File: src/rtl/ide_irq_pkg.sv
package ide_irq_pkg;

    localparam int ADDR_W = 2;
    localparam int DATA_W = 8;
    localparam int NCH    = 2;

    localparam logic [ADDR_W-1:0] OFS_CH0   = 2'd2;
    localparam logic [ADDR_W-1:0] OFS_MASK  = 2'd3;
    localparam int                KEY_BIT   = 7;

    typedef struct packed {
        logic bm;
        logic drv;
    } chan_st_t;

    typedef struct packed {
        logic legacy;
        logic test;
    } mode_t;

    function automatic logic [DATA_W-1:0] read_mux(
        input logic [ADDR_W-1:0] addr,
        input chan_st_t          st0,
        input chan_st_t          st1,
        input logic [NCH-1:0]    mask,
        input logic              strap
    );
        logic [DATA_W-1:0] d;
        d = '0;
        case (addr)
            OFS_CH0:  d[1:0] = st0;
            OFS_MASK: begin
                d[4]   = strap;
                d[3:2] = st1;
                d[1:0] = mask;
            end
            default:  d = '0;
        endcase
        return d;
    endfunction

endpackage

File: src/rtl/ide_irq_chan.sv
module ide_irq_chan
    import ide_irq_pkg::*;
(
    input  logic     clk,
    input  logic     rst,
    input  logic     drv_req,
    input  logic     bm_req,
    input  logic     ack,
    input  logic     mask,
    input  logic     pol_low,
    output chan_st_t st,
    output logic     irq
);

    chan_st_t req_q;
    chan_st_t req_now;
    chan_st_t st_nxt;

    assign req_now = '{bm: bm_req, drv: drv_req};

    // Per source: a fresh rising edge sets; a low request or an ack clears.
    always_comb begin
        st_nxt = st;
        if (req_now.drv && !req_q.drv)       st_nxt.drv = 1'b1;
        else if (!req_now.drv || ack)        st_nxt.drv = 1'b0;
        if (req_now.bm && !req_q.bm)         st_nxt.bm  = 1'b1;
        else if (!req_now.bm || ack)         st_nxt.bm  = 1'b0;
    end

    always_ff @(posedge clk) begin
        if (rst) begin
            req_q <= '0;
            st    <= '0;
        end else begin
            req_q <= req_now;
            st    <= st_nxt;
        end
    end

    assign irq = ((st.drv | st.bm) & ~mask) ^ pol_low;

endmodule

File: src/rtl/ide_irq_regs.sv
module ide_irq_regs
    import ide_irq_pkg::*;
(
    input  logic              clk,
    input  logic              rst,
    input  logic              wr,
    input  logic [ADDR_W-1:0] addr,
    input  logic [DATA_W-1:0] wdata,
    output logic [NCH-1:0]    mask,
    output mode_t             mode
);

    logic unused_wbits;
    assign unused_wbits = ^wdata[6:2];

    always_ff @(posedge clk) begin
        if (rst) begin
            mask <= '0;
            mode <= '0;
        end else if (wr) begin
            if (addr == OFS_MASK)
                mask <= wdata[NCH-1:0];
            if (addr == OFS_CH0 && wdata[KEY_BIT])
                mode <= '{legacy: wdata[1], test: wdata[0]};
        end
    end

endmodule

File: src/rtl/ide_irq_status.sv
module ide_irq_status
    import ide_irq_pkg::*;
(
    input  logic              clk,
    input  logic              rst,
    input  logic [ADDR_W-1:0] reg_addr,
    input  logic              reg_wr,
    input  logic [DATA_W-1:0] reg_wdata,
    output logic [DATA_W-1:0] reg_rdata,
    input  logic [NCH-1:0]    drv_req,
    input  logic [NCH-1:0]    bm_req,
    input  logic [NCH-1:0]    irq_ack,
    input  logic [NCH-1:0]    irq_pol_low,
    input  logic              legacy_hdr_strap,
    output logic [NCH-1:0]    irq_out,
    output logic              mode_legacy,
    output logic              mode_test
);

    chan_st_t         st [NCH];
    logic [NCH-1:0]   mask;
    logic [NCH-1:0]   drv_st;
    logic [NCH-1:0]   bm_st;
    mode_t            mode;

    for (genvar c = 0; c < NCH; c++) begin : g_ch
        ide_irq_chan u_chan (
            .clk     (clk),
            .rst     (rst),
            .drv_req (drv_req[c]),
            .bm_req  (bm_req[c]),
            .ack     (irq_ack[c]),
            .mask    (mask[c]),
            .pol_low (irq_pol_low[c]),
            .st      (st[c]),
            .irq     (irq_out[c])
        );
        assign drv_st[c] = st[c].drv;
        assign bm_st[c]  = st[c].bm;
    end

    ide_irq_regs u_regs (
        .clk   (clk),
        .rst   (rst),
        .wr    (reg_wr),
        .addr  (reg_addr),
        .wdata (reg_wdata),
        .mask  (mask),
        .mode  (mode)
    );

    assign reg_rdata   = read_mux(reg_addr, st[0], st[1], mask, legacy_hdr_strap);
    assign mode_legacy = mode.legacy;
    assign mode_test   = mode.test;

endmodule

File: config.mk
export PLATFORM = sky130hd
export DESIGN_NAME = ide_irq_status
export DESIGN_NICKNAME = d
export VERILOG_FILES = /design/src/rtl/ide_irq_pkg.sv /design/src/rtl/ide_irq_chan.sv /design/src/rtl/ide_irq_regs.sv /design/src/rtl/ide_irq_status.sv
export SDC_FILE = /design/constraint.sdc
export NUM_CORES = 1
export LEC_CHECK = 0
export ABC_AREA = 1
export CORE_MARGIN = 2
export CORE_UTILIZATION = 38
export DETAILED_ROUTE_END_ITERATION = 16
export PLACE_DENSITY = 0.82
export RECOVER_POWER = 25
export SKIP_LAST_GASP = 1
export SYNTH_ARGS = -nofsm -noshare
export SYNTH_HDL_FRONTEND = slang
export SYNTH_SLANG_ARGS = --single-unit
File: constraint.sdc
create_clock -name clk -period 2.7 [get_ports clk]
set_input_delay 0.54 -clock clk [delete_from_list [all_inputs] [get_ports clk]]
set_output_delay 0.54 -clock clk [all_outputs]
set_load 0.02 [all_outputs]
# Word level (Yosys, flattened, before mapping)
# Cells that the tools add are included.
# totals
ff_bits	12
in_bits	22
elab_cells	54
# op_classes
eq_ne	2
n_mux	10
n_bitwise	8
n_reduce_logical	23
# ops
cell	n
$logic_not 1->1	8
$mux 1	8
$reduce_bool 2->1	4
$logic_and 1x1->1	5
$eq 2x2->1 const B	2
$logic_or 1x1->1	4
$pmux 2 s2	1
$reduce_and 2->1	2
$mux 3	1
$and 1x1->1	2
$not 1->1	2
$or 1x1->1	2
$xor 1x1->1	2

# Logic depth before layout (Yosys ltp)
# Gate-level depths: netlist of run 1.
# logic_depth
word_depth	4
ltp_mapped	5
ltp_nobuf	5

# By module
# A second synthesis of run 1 with hierarchy kept.
# unflattened
cells_unflattened	93
hier_area_um2	588.1
# by_module_without_submodules
module	n_inst	cells_each	area_each_um2	seq_area_each_um2
ide_irq_chan	2	23	156.4	80.1
ide_irq_regs	1	29	188.9	80.1
ide_irq_status	1	18	86.3	0.0

# Worst setup path before layout of run 1
# Ideal clock, no wire load.
# synth_path
path_type	input to output
start	input reg_addr[0]
end	output reg_rdata[0]
t_arrival_ns	1.116
t_required_ns	2.160
slack_ns	1.044
stages	2
path_cell_list	nand2_1 o21ai_0
# synth_between
elab_chain_cells	2
elab_cells_between_ends	3
classes_between	eq/ne: 2; mux: 1
# synth_lines
item	line_no	source
start: declaration	ide_irq_status.sv:6	input logic [ADDR_W-1:0] reg_addr,
$eq 2x2->1	ide_irq_pkg.sv:30	case (addr)
$pmux 2 s2 *	ide_irq_pkg.sv:30	
end: declaration	ide_irq_status.sv:9	output logic [DATA_W-1:0] reg_rdata,
# Mark *: on every way between the ends. The rest lies on a longest branch, timed or not.

# Final worst setup path of run 1
# layout_path
start	input reg_addr[0]
end	output reg_rdata[1]
# The elaborated chain is that of the path after synthesis.

==> results of run 1 <==
-- where the power goes --
| group | internal (mW) | switching [mW] | total (mW) |
|---|---|---|---|
| combinational | 0.0454 | 0.0399 | 0.0853 |
| sequential | 0.186 | 0.00388 | 0.190 |
| clock | 0.0515 | 0.0522 | 0.104 |
| total | 0.283 | 0.0960 | 0.379 |
-- critical path: stages --
cell and delay [ns]:
clkdlybuf4s50_1 0.56, nand2_1 0.16, o21ai_0 0.19, clkdlybuf4s50_1 0.64
-- layout by cell type (no fill, tap or decap), types with 3 or more instances in the layout --
cell type and instances:
a21boi_0 4, nor2_1 15, clkdlybuf4s50_1 23, conb_1 3
inv_1 16, clkbuf_4 3, o21ai_0 4, nand2_1 15
dfxtp_1 12
-- sequential cells by signal (all words and copies together) (netlist names) --
register / cells
u_regs.mode: 2
u_regs.mask: 2
g_ch.u_chan.st: 4
g_ch.u_chan.req_q: 4
-- path summary, 6_finish.rpt --
path	from	end	cells after the start
max reg2reg	g_ch[1].u_chan.st[1]	g_ch[1].u_chan.st[1]	2
max	reg_addr[0]	reg_rdata[1]	4
min reg2reg	g_ch[1].u_chan.req_q[0]	g_ch[1].u_chan.st[0]	1
min	g_ch[1].u_chan.req_q[0]	g_ch[1].u_chan.st[0]	1
-- routing by layer --
metal  global-route usage [%]  vias up  wire [microns]
li1                         -      282               -
met1                     13.6      226             424
met2                     25.5       18             565
met3                     3.88        2              80
met4                     7.50        0              14
met5                        0        -               0
-- through the flow --
| step | hold WS, ns | cell area, sq um | cells | utilization (%) |
|---|---|---|---|---|
| 2_1_floorplan | 0.393 | 566 | 82 | - |
| 4_1_cts | 0.418 | 827 | 121 | 62.0 |
| 3_5_place_dp | 0.409 | 805 | 118 | 60.3 |
| 6_report | 0.409 | 830 | 121 | 62.2 |
| 5_1_grt | 0.436 | 830 | 121 | 62.2 |
| 3_3_place_gp | 0.396 | 805 | 118 | 60.3 |
-- final cells by class --
cell class / instances / area (sq um)
fill: 136 / 504
clock buffer: 3 / 22.5
inverter: 17 / 63.8
timing repair buffer: 26 / 260
multi-input combinational: 48 / 224
tap: 15 / 18.8
sequential: 12 / 240
-- cell families after synthesis --
family	share of synthesized area, %
xor+xnor	3.14
other cells	0.672
flops	43.0
simple gates	26.0
buf+inv	18.2
compound gates	8.97
-- what timing repair did --
| item | 4_1_cts | 5_1_grt |
|---|---|---|
| setup buffers | 0 | 0 |
| gates resized for setup | 0 | 1 |
| setup endpoints to repair | 0 | 1 |
==> key figures, run 1 <==
Synth
  – Synth Cell Area: 558 sq um
  – Mapped Cells: 80
  – Count of different cell masters after synthesis: 13
  – Most frequent cell after synthesis: inv_1
  – Top FF cell, synth: dfxtp_1
  – Top cells by area, synth: dfxtp_1 43%, inv_1 11%, nand2_1 10%
  – Synth warnings: 0
  – EDFF count, synth: 0
  – Syn_area_per_cell: 6.98 sq um
  – Sequential area share after synthesis: 43.0%
  – Synth Register Bits: 12
  – Post-synth top area share: 43.0%
  – Ys async rst share: 0%
  – Leading area contributor after synthesis: dfxtp_1
  – Synth cell count leaders: 16 x inv_1, 15 x nand2_1, 15 x nor2_1

Clock network
  – Clock transition at path regs: 0.07 ns
  – Clk_lat worst skew: 0.26 ns
  – Root buffer cell: clkbuf_4
  – CTS Buf Count: 3
  – Clk sinks: 12
  – CTS tree: built
  – Hold Buf Count CTS: 0
  – H-tree level count: 1
  – Clock Path Buffers: 2

Detailed routing
  – Wire length per cell: between 8 and 9 microns
  – DRT iter0 DRCs: 3
  – Routed Wire Length: 1.08 mm
  – Detail Route Antenna Nets: 0
  – Via density: roughly 4.4
  – First-pass detailed-route iteration total: 2
  – Detailed-route via count: 528
  – # DRC: 0

STA
  – Setup-failing EPs final: 0
  – Clock skew: 0.00309 ns
  – RSZ-0062 raised after global routing: no
  – Hold Fails Final Rpt: 0
  – F_max: 0.380 GHz
  – Final slew viol count: 0
  – Period utilization: 97.4%
  – Min Clock Period, post-route: around 2.6 ns
  – PnR worst setup slack: 0.0703 ns
  – Setup TNS: 0 ns

Die
  – Initial core utilization: 41.8%
  – Die height: 42.3 microns
  – Cell Rows: 13
  – Die area: 0.00179 sq mm
  – DIE WIDTH: 42.3 microns
  – Num ports: 34
  – Core ar.: 0.00133 sq mm

Run
  – Max-cap violation count: 0

Placement
  – Port buffer count: 25
  – Place WS: just over 0.08 ns
  – Dpl hpwl: 923 microns
  – Final Wtd Congestion: 0.734

Outcome
  – Status: completed

Setup path
  – Critical Path Start Type: primary input
  – Crit end category: output pin
  – R2R setup slack: 2.02 ns
  – Critical path class: in2out
  – Critical path fanouts, max: 5
  – Worst EP required: 2.16 ns
  – CP arrival: 2.09 ns

Cells and area
  – N_diodes: 0
  – Fin nets: between 100 and 150
  – Area grow syn2layout: 48.7%
  – Share of cells above drive strength 1: approximately 7.5%

GRT
  – Remaining Overflow, GRT: 0
  – First-pass GRT wire length: 1.84 mm
  – Initial antenna violation count: 0
  – Largest net degree at the start of global routing: 7
  – Vias in the first global route: 475
  – Total routing usage reported by global routing: about 14%

Worst hold path
  – HP Class: reg2reg

Power and ir drop
  – Pwr Total: 379 uW
  – P_leak: 0.405 nW
  – Peak VDD IR: 312 uV
  – P per Cell Area: roughly 460 mW/mm^2
(Power assumes the default switching activity.)
==> run 2: changes to the inputs <==
- ABC_CLOCK_PERIOD_IN_PS: not set -> 2700
==> results of run 2 <==
The final DEF is identical to that of run 1; final timing and power are the same.
